## src/rtl/gpio_irq_port.sv

```systemverilog
module gpio_irq_port #(
  parameter int NPIN = 32,
  parameter int AW   = 3
) (
  input  logic            clk,
  input  logic            rst_n,
  input  logic [AW-1:0]   bus_addr,
  input  logic            bus_we,
  input  logic [NPIN-1:0] bus_wdata,
  output logic [NPIN-1:0] bus_rdata,
  input  logic [NPIN-1:0] pin_in,
  output logic [NPIN-1:0] pin_out,
  output logic [NPIN-1:0] pin_oe,
  output logic            irq
);
  localparam int HALF = NPIN / 2;
  localparam logic [AW-1:0] A_DATA = AW'(0);
  localparam logic [AW-1:0] A_DIR  = AW'(1);
  localparam logic [AW-1:0] A_CLO  = AW'(2);
  localparam logic [AW-1:0] A_CHI  = AW'(3);
  localparam logic [AW-1:0] A_MASK = AW'(4);
  localparam logic [AW-1:0] A_STAT = AW'(5);

  logic [NPIN-1:0] data_q, dir_q, cfg_lo_q, cfg_hi_q, mask_q, stat_q;
  logic [NPIN-1:0] sync1_q, sync2_q, prev_q, evt;

  wire wr_data = bus_we && bus_addr == A_DATA;
  wire wr_dir  = bus_we && bus_addr == A_DIR;
  wire wr_clo  = bus_we && bus_addr == A_CLO;
  wire wr_chi  = bus_we && bus_addr == A_CHI;
  wire wr_mask = bus_we && bus_addr == A_MASK;
  wire wr_stat = bus_we && bus_addr == A_STAT;

  for (genvar i = 0; i < NPIN; i++) begin : g_det
    logic [1:0] mode;
    if (i < HALF) begin : g_lo
      assign mode = cfg_lo_q[2*i +: 2];
    end else begin : g_hi
      assign mode = cfg_hi_q[2*(i-HALF) +: 2];
    end
    always_comb begin
      unique case (mode)
        2'b00: evt[i] = ~sync2_q[i];
        2'b01: evt[i] =  sync2_q[i];
        2'b10: evt[i] =  sync2_q[i] & ~prev_q[i];
        default: evt[i] = ~sync2_q[i] & prev_q[i];
      endcase
    end
  end

  always_ff @(posedge clk or negedge rst_n) begin
    if (!rst_n) begin
      sync1_q <= '0;
      sync2_q <= '0;
      prev_q  <= '0;
    end else begin
      sync1_q <= pin_in;
      sync2_q <= sync1_q;
      prev_q  <= sync2_q;
    end
  end

  always_ff @(posedge clk or negedge rst_n) begin
    if (!rst_n) begin
      data_q   <= '0;
      dir_q    <= '0;
      cfg_lo_q <= '1;
      cfg_hi_q <= '1;
      mask_q   <= '0;
      stat_q   <= '0;
    end else begin
      if (wr_data) data_q   <= bus_wdata;
      if (wr_dir)  dir_q    <= bus_wdata;
      if (wr_clo)  cfg_lo_q <= bus_wdata;
      if (wr_chi)  cfg_hi_q <= bus_wdata;
      if (wr_mask) mask_q   <= bus_wdata;
      stat_q <= (stat_q & ~(wr_stat ? bus_wdata : '0)) | evt;
    end
  end

  always_comb begin
    unique case (bus_addr)
      A_DATA:  bus_rdata = (data_q & dir_q) | (sync2_q & ~dir_q);
      A_DIR:   bus_rdata = dir_q;
      A_CLO:   bus_rdata = cfg_lo_q;
      A_CHI:   bus_rdata = cfg_hi_q;
      A_MASK:  bus_rdata = mask_q;
      A_STAT:  bus_rdata = stat_q;
      default: bus_rdata = '0;
    endcase
  end

  assign pin_out = data_q;
  assign pin_oe  = dir_q;
  assign irq     = |(stat_q & mask_q);
endmodule

```

## config.mk

```make
export PLATFORM = sky130hd
export DESIGN_NAME = gpio_irq_port
export DESIGN_NICKNAME = d
export VERILOG_FILES = /design/src/rtl/gpio_irq_port.sv
export SDC_FILE = /design/constraint.sdc
export NUM_CORES = 1
export LEC_CHECK = 0
export ABC_AREA = 1
export BUFFER_PORTS_ARGS = -buffer_cell sky130_fd_sc_hd__buf_2
export CAP_MARGIN = 20
export CORE_ASPECT_RATIO = 1.2
export CORE_MARGIN = 8
export CORE_UTILIZATION = 55
export CTS_BUF_LIST = sky130_fd_sc_hd__clkbuf_8
export DETAILED_ROUTE_END_ITERATION = 6
export PLACE_DENSITY = 0.76
export SYNTH_ARGS = -nofsm -noshare
export SYNTH_HDL_FRONTEND = slang
export SYNTH_SLANG_ARGS = --single-unit
```

## constraint.sdc

```tcl
create_clock -name clk -period 2.9 [get_ports clk]
set_clock_uncertainty 0.15 [all_clocks]
set_input_delay 0.29 -clock clk [delete_from_list [all_inputs] [get_ports clk]]
set_output_delay 0.29 -clock clk [all_outputs]
set_load 0.02 [all_outputs]
```

* Yosys cells after proc, flatten, opt, wreduce, memory -nomap -nowiden
Cells that the tools add are included.
** Word-level totals
- Bits in registers :: 288
- Bits of input ports :: 70
- Output and inout bits :: 97
- Logic and storage cells :: 288
** Cells by class
- Equality and inequality tests :: 69
- Multiplexer cells :: 34
- Bitwise logic cells :: 136
- Reduce and logical (&&, ||, !) cells :: 40
** Operator list (count)
- one-hot mux 32 bit (6 select lines) :: 1
- bitwise AND 32 bit :: 4
- one-hot mux 1 bit (3 select lines) :: 32
- bitwise AND 1 bit :: 64
- equality test 2 x 1 -> 1 bit (second input constant) :: 32
- equality test 2 bit (second input constant) :: 32
- logical NOT 2 bit :: 32
- inverter 1 bit :: 64
- inverter 32 bit :: 2
- OR 32 bit :: 2
- two-way mux 32 bit :: 1
- OR reduction 32 bit :: 1
- equality test 3 x 2 -> 1 bit (second input constant) :: 2
- equality test 3 bit (second input constant) :: 2
- logical AND 1 bit :: 6
- equality test 3 x 1 -> 1 bit (second input constant) :: 1
- logical NOT 3 bit :: 1

* Depth between registers and ports, before layout
Gate-level depths: netlist of run 1.
- Depth after elaboration :: 6
- Mapped depth :: 9

* Worst setup path after synthesis of run 1
Ideal clock, no wire load.
- Kind :: input to output
- Start :: in bus_addr[1]
- End :: out bus_rdata[0]
- Arrival :: 1.304 ns
- Required time :: 2.460 ns
- Slack :: 1.156 ns
- Stages on the path :: 7
- Path buffers :: 2
- Cell sequence :: buf_4 nor3_4 clkbuf_1 nand2_1 nand2_1 inv_1 nand2_1
** Between the ends
- Longest elaborated chain between the ends :: 2
** RTL lines
- start, declared :: line 7 : input logic [AW-1:0] bus_addr,
- equality test 3 bit, or another cell as far along :: line 82 : unique case (bus_addr)
- one-hot mux 32 bit (6 select lines) * :: line 82
- end, declared :: line 10 : output logic [NPIN-1:0] bus_rdata,
Every way passes the cells marked *; elsewhere a longest branch is shown, timed or not.

* Worst setup path after layout of run 1
- Start :: in bus_addr[0]
- End :: out bus_rdata[23]
The elaborated chain is that of the path after synthesis.

==> results of run 1 <==
per-stage QoR:
stage               util (%)  setup slack [ns]  std cells  cell area [sq um]  power (mW)
global route           68.14            0.4423       2214              15810       11.17
global placement       61.44            0.5911       2061              14260       7.170
finish                 68.14            0.5592       2214              15810       10.60
detailed placement     61.44            0.5501       2061              14260       7.252
CTS                    68.12            0.5829       2212              15810       10.66
floorplan                  -             1.156       1619              13020       6.386
registers in the layout, indices dropped and copies added (netlist names):
signal and cells:
stat_q 32, cfg_lo_q 32, pin_out 32, sync1_q 32, mask_q 32, pin_oe 32
sync2_q 32, cfg_hi_q 32, prev_q 32
layer usage:
| layer | GRT usage [%] | routed length (microns) | part of all wire, % |
|---|---|---|---|
| met3 | 4.991 | 2666 | 7.1 |
| met4 | 11.98 | 1518 | 4.0 |
| met2 | 44.85 | 18710 | 50 |
| met5 | 0 | 0 | 0 |
| met1 | 32.57 | 14670 | 39 |
cell type report:
| cell class | count | area share (%) |
|---|---|---|
| Timing Repair Buffer | 261 | 11.49 |
| Antenna cell | 2 | 0.03166 |
| Clock inverter | 29 | 0.7202 |
| Inverter | 163 | 3.886 |
| Sequential cell | 288 | 46.09 |
| Tap cell | 315 | 2.493 |
| Multi-Input combinational cell | 1099 | 30.33 |
| Clock buffer | 57 | 4.962 |
power by group:
| group | switching (mW) | internal (mW) |
|---|---|---|
| logic | 1.35 | 0.761 |
| registers | 0.502 | 4.66 |
| clock network | 1.56 | 1.77 |
| total | 3.41 | 7.19 |
cells by family (layout without fill, tap and decap cells):
| group | Yosys count | count (layout) | synth area share [%] |
|---|---|---|---|
| buffers and inverters | 232 | 510 | 7.219 |
| DFF | 288 | 288 | 55.98 |
| and+or+nand+nor | 843 | 843 | 26.03 |
| AOI/OAI and AO/OA | 224 | 224 | 8.613 |
| xor gates and xnor gates | 32 | 32 | 2.153 |
| other | 0 | 2 | 0 |
final timing paths:
| path | cells past startpoint | to |
|---|---|---|
| max | 9 | bus_rdata[23] |
| min | 3 | cfg_hi_q[5]$_DFFE_PN1P_ |
| max reg2reg | 4 | stat_q[11]$_DFF_PN0_ |
| min reg2reg | 0 | sync2_q[26]$_DFF_PN0_ |
| max in group asynchronous | 3 | cfg_hi_q[11]$_DFFE_PN1P_ |
| min in group asynchronous | 2 | sync2_q[3]$_DFF_PN0_ |
repair_timing:
item | 4_1_cts | 5_1_grt
gates resized for setup | 0 | 0
hold buffers | 65 | 0
hold endpoints to repair | 281 | 0
endpoints found under the setup margin | 0 | 0
buffers inserted | 0 | 0
critical path: stages:
cell,delay (ns)
buf_2,0.24
inv_4,0.06
nor3_4,0.49
buf_4,0.36
nand2_1,0.09
nand2_1,0.08
inv_1,0.04
nand2_1,0.07
buf_2,0.16
placed cells by master, fill, tap and decap left out:
cell type,n
buf_12,8
buf_2,165
buf_4,22
buf_8,1
clkbuf_8,57
clkinv_2,1
clkinvlp_4,1
dfrtp_1,224
dfstp_2,64
diode_2,2
dlygate4sd3_1,65
inv_1,189
inv_4,1
nand2_1,662
nand2_2,2
nand3_1,128
nand3_2,3
nor2_1,42
nor2_2,2
nor2_4,2
nor3_4,2
o21ai_0,156
o21ai_1,68
xor2_1,32
==> flow_summary.json, run 1 <==
{
  "regArea_sq_um": 7287,
  "hp-start": "bus_we",
  "clock.fmax_mhz": 427.2,
  "yosys_warnings": 0,
  "cp_data_required_time_ns": 2.46,
  "cp.arrival_ns": 1.90,
  "tightest_slew_ns": 0.6963,
  "finalCritPeriodShare_pct": 80.72,
  "syn2layout_area_growth_pct": 21.47,
  "path_max_fanout": 14,
  "relSlewSlack_pct": 53.58,
  "syn_nets": 1689,
  "synth_seq_area_share_pct": 55.98,
  "die_h_microns": 184.5,
  "worst_setup_path_start_kind": "input port",
  "synthCells": 1619,
  "synth_most_common_cell": "nand2_1",
  "drt-wirelength-per-cell_microns": 16.97,
  "cts.clk_slew.worst_paths_ns": 0.06,
  "overflow": 0,
  "powerDensity_nw_per_um2": 670.4,
  "critical_path.endpoint_type": "output pin",
  "startpoint": "bus_addr[0]",
  "clk_latency_ns": 0.56,
  "r2r-start": "cfg_lo_q[22]$_DFFE_PN1P_",
  "ios": 167,
  "syn-cell-area_sq_um": 13020,
  "grt_antenna_before_repair": 2,
  "dr.pass1.iters": 5,
  "hold_path.class": "in2reg",
  "power_leakage_nw": 8.393,
  "cap_viol_max_count": 0,
  "crit_type": "in2out",
  "synth_top_area_share_pct": 43.06,
  "layout-drive-gt1-share_pct": 17.45,
  "rows": 61,
  "avgSynthCellArea_sq_um": 8.040,
  "first_global_vias": 11552,
  "grt_setup_unrepaired": "no",
  "synthArstFlopShare_pct": 100.0,
  "drtIter0Drc": 816,
  "ys_types": 19,
  "period_minus_slack_ns": 2.341,
  "slew_violations": 0,
  "fp.coreArea_sq_um": 23200,
  "yosys-top-cells-count": "662 x nand2_1, 224 x dfrtp_1, 162 x inv_1, 156 x o21ai_0, 128 x nand3_1",
  "synthTopCellsByArea": "dfrtp_1 43%, nand2_1 19%, dfstp_2 13%",
  "synth_edf_count": 0,
  "finalSetupViolCount": 0,
  "numCtsBuffers": 47,
  "h-tree-depth": 2,
  "fin_setup_tns_ns": 0,
  "fillCellCount": 1961,
  "multi_input_area_sq_um": 4795,
  "dp_hpwl_mm": 25.84,
  "clk_root_buffer_cell": "clkbuf_8",
  "vdd_drop_max_mv": 0.4657,
  "status": "completed",
  "grt_max_degree": 86,
  "finalHoldViolations": 0,
  "ant_nets": 0,
  "synth.largest_area_cell": "dfrtp_1",
  "clock-sinks": 288,
  "numPortBuffers": 166,
  "via_per_inst": 5.232,
  "die_x_microns": 156.4,
  "hold-worst-slack_ns": 0.08983,
  "cts_tree": "built",
  "track_usage_pct": 26.54,
  "start_util_pct": 56.10,
  "rrSetupSlack_ns": 1.42,
  "ys.flop_type": "dfrtp_1",
  "route.detailed.drc": 0,
  "die-area_sq_um": 28870,
  "num_vias": 11583,
  "grt_pass1_wl_mm": 60.48,
  "cts_buffer_depth": 3,
  "ys_ff_latch": 288,
  "num-nets-final": 1930,
  "place.gp.congestion": 0.8297,
  "totalWireLength_mm": 37.57
}
Power figures use the tool's default switching activity.
==> inputs of run 2 (changes only) <==
--- a/config.mk
+++ b/config.mk
@@ -10,10 +10,10 @@
 export CAP_MARGIN = 20
 export CORE_ASPECT_RATIO = 1.2
 export CORE_MARGIN = 8
-export CORE_UTILIZATION = 55
+export CORE_UTILIZATION = 54
 export CTS_BUF_LIST = sky130_fd_sc_hd__clkbuf_8
 export DETAILED_ROUTE_END_ITERATION = 6
-export PLACE_DENSITY = 0.76
+export PLACE_DENSITY = 0.78
 export SYNTH_ARGS = -nofsm -noshare
 export SYNTH_HDL_FRONTEND = slang
 export SYNTH_SLANG_ARGS = --single-unit
==> constraint.sdc (replaced) <==
create_clock -name clk -period 2 [get_ports clk]
set_clock_uncertainty 0.15 [all_clocks]
set_input_delay 0.2 -clock clk [delete_from_list [all_inputs] [get_ports clk]]
set_output_delay 0.2 -clock clk [all_outputs]
set_load 0.02 [all_outputs]
==> flow_summary.json, run 2 (synthesis gave the netlist of run 1 again) <==
{
  "slew_violations": 0,
  "die_x_microns": 157.7,
  "critical_path.endpoint_type": "output pin",
  "powerDensity_nw_per_um2": 962.7,
  "final_cell_mix": "656 x nand2_1, 213 x dfrtp_1, 178 x inv_1",
  "crit_type": "reg2out",
  "pre_cts_ws_ns": 0.2161,
  "reg2reg_depth": 4,
  "clk_root_buffer_cell": "clkbuf_8",
  "cap_viol_max_count": 0,
  "worst_setup_path_start_kind": "flop",
  "fp.coreArea_sq_um": 23820,
  "hold-worst-slack_ns": 0.01901,
  "ant_nets": 0,
  "cts_buffer_depth": 3,
  "finalHoldViolations": 0,
  "first_global_vias": 11591,
  "setup_slack_ns": -0.002937,
  "clk_latency_ns": 0.57,
  "path_max_fanout": 3,
  "vdd_drop_max_mv": 0.7831,
  "grt_max_degree": 65,
  "total_power_mw": 15.71,
  "dpl_cell_area_sq_um": 14410,
  "stdcell_count": 2254,
  "grt_pass1_wl_mm": 61.02,
  "hold_path.class": "in2async",
  "die_h_microns": 186.1,
  "layout_commonest_cell": "nand2_1",
  "finalCritPeriodShare_pct": 100.1,
  "place.gp.congestion": 0.8998,
  "numCtsBuffers": 45,
  "h-tree-depth": 2,
  "ios": 167,
  "period_minus_slack_ns": 2.003,
  "dp.cells": 2072,
  "die-area_sq_um": 29350,
  "rows": 62,
  "track_usage_pct": 26.85,
  "tightest_slew_ns": 0.5372,
  "clock-sinks": 288,
  "finalSetupViolCount": 1,
  "start_util_pct": 54.65,
  "cp_data_required_time_ns": 1.65,
  "relSlewSlack_pct": 64.19,
  "grt_antenna_before_repair": 3,
  "layout-drive-gt1-share_pct": 20.95,
  "rrSetupSlack_ns": 0.54,
  "failed_checks": "negative setup slack",
  "via_per_inst": 5.161,
  "grt_setup_unrepaired": "yes",
  "drtIter0Drc": 939,
  "cts_tree": "built",
  "overflow": 0,
  "dr.pass1.iters": 6,
  "cts.clk_slew.worst_paths_ns": 0.06,
  "totalWireLength_mm": 38.37,
  "num-nets-final": 1968,
  "route.detailed.drc": 0,
  "clock.fmax_mhz": 499.3,
  "numPortBuffers": 166,
  "syn2layout_area_growth_pct": 25.38,
  "drt-wirelength-per-cell_microns": 17.02,
  "dp_hpwl_mm": 26.48,
  "status": "finished with violations",
  "fin_area_sq_um": 16320,
  "power_leakage_nw": 8.594,
  "num_vias": 11632,
  "cp.arrival_ns": 1.65
}
-- run 2: cell types whose count changed in the layout (fill, tap and decap cells not counted), moves of 11 or more --
cell / delta
o21ai_1: +14
buf_4: +36
dfrtp_1: -11
dfrtp_2: +11
o21ai_0: -14
inv_1: -11
-- run 2: cell type report --
cell class                      instances  area, sq um
Fill cell                            1939         7496
Sequential cell                       288         7301
Multi-Input combinational cell       1099         4847
Timing Repair Buffer                  301         2251
Clock buffer                           55        757.0
Inverter                              163        614.3
Tap cell                              320        400.4
Clock inverter                         27        146.4
Antenna cell                            1        2.502
-- run 2: where the power goes --
group | switching, mW | leakage (nW) | internal, mW
combinational | 2.03 | 4.79 | 1.24
clock | 2.34 | 0.531 | 2.63
sequential | 0.719 | 3.27 | 6.76
total | 5.08 | 8.59 | 10.6
-- run 2: through the flow --
step           util [%]    TNS, ns
2_1_floorplan         -          0
3_3_place_gp      60.50          0
3_5_place_dp      60.50          0
4_1_cts           67.26   -0.07930
5_1_grt           68.52    -0.2059
6_report          68.52  -0.002937
-- run 2: routing by layer --
metal	up-vias	wire length (microns)	GRT usage, %
li1	5629	-	-
met1	5466	15170	33.07
met2	445	19460	45.69
met3	90	2498	4.878
met4	2	1221	11.33
met5	-	11	0
-- run 2: timing repair --
item / in CTS / in global routing
pin swaps: 8 / 12
gates resized for setup: 7 / 48
setup buffers: 4 / 29
hold buffers: 66 / 0
setup endpoints to repair: 3 / 28
hold endpoints to repair: 460 / 0
-- run 2: final timing paths --
kind	startpoint	endpoint
min reg2reg	sync1_q[2]$_DFF_PN0_	sync2_q[2]$_DFF_PN0_
max in group asynchronous	rst_n	cfg_hi_q[0]$_DFFE_PN1P_
min	rst_n	pin_oe[30]$_DFFE_PN0P_
min in group clk	pin_in[8]	sync1_q[8]$_DFF_PN0_
max reg2reg	cfg_hi_q[6]$_DFFE_PN1P_	stat_q[19]$_DFF_PN0_
max	stat_q[29]$_DFF_PN0_	irq
-- run 2: critical path, stage by stage, from the launching register on --
cell     delay [ns]
dfrtp_1        0.41
nand2_1        0.09
nand2_1        0.10
nor2_4         0.10
nand2_1        0.07
nor2_2         0.11
nand2_2        0.08
buf_6          0.14
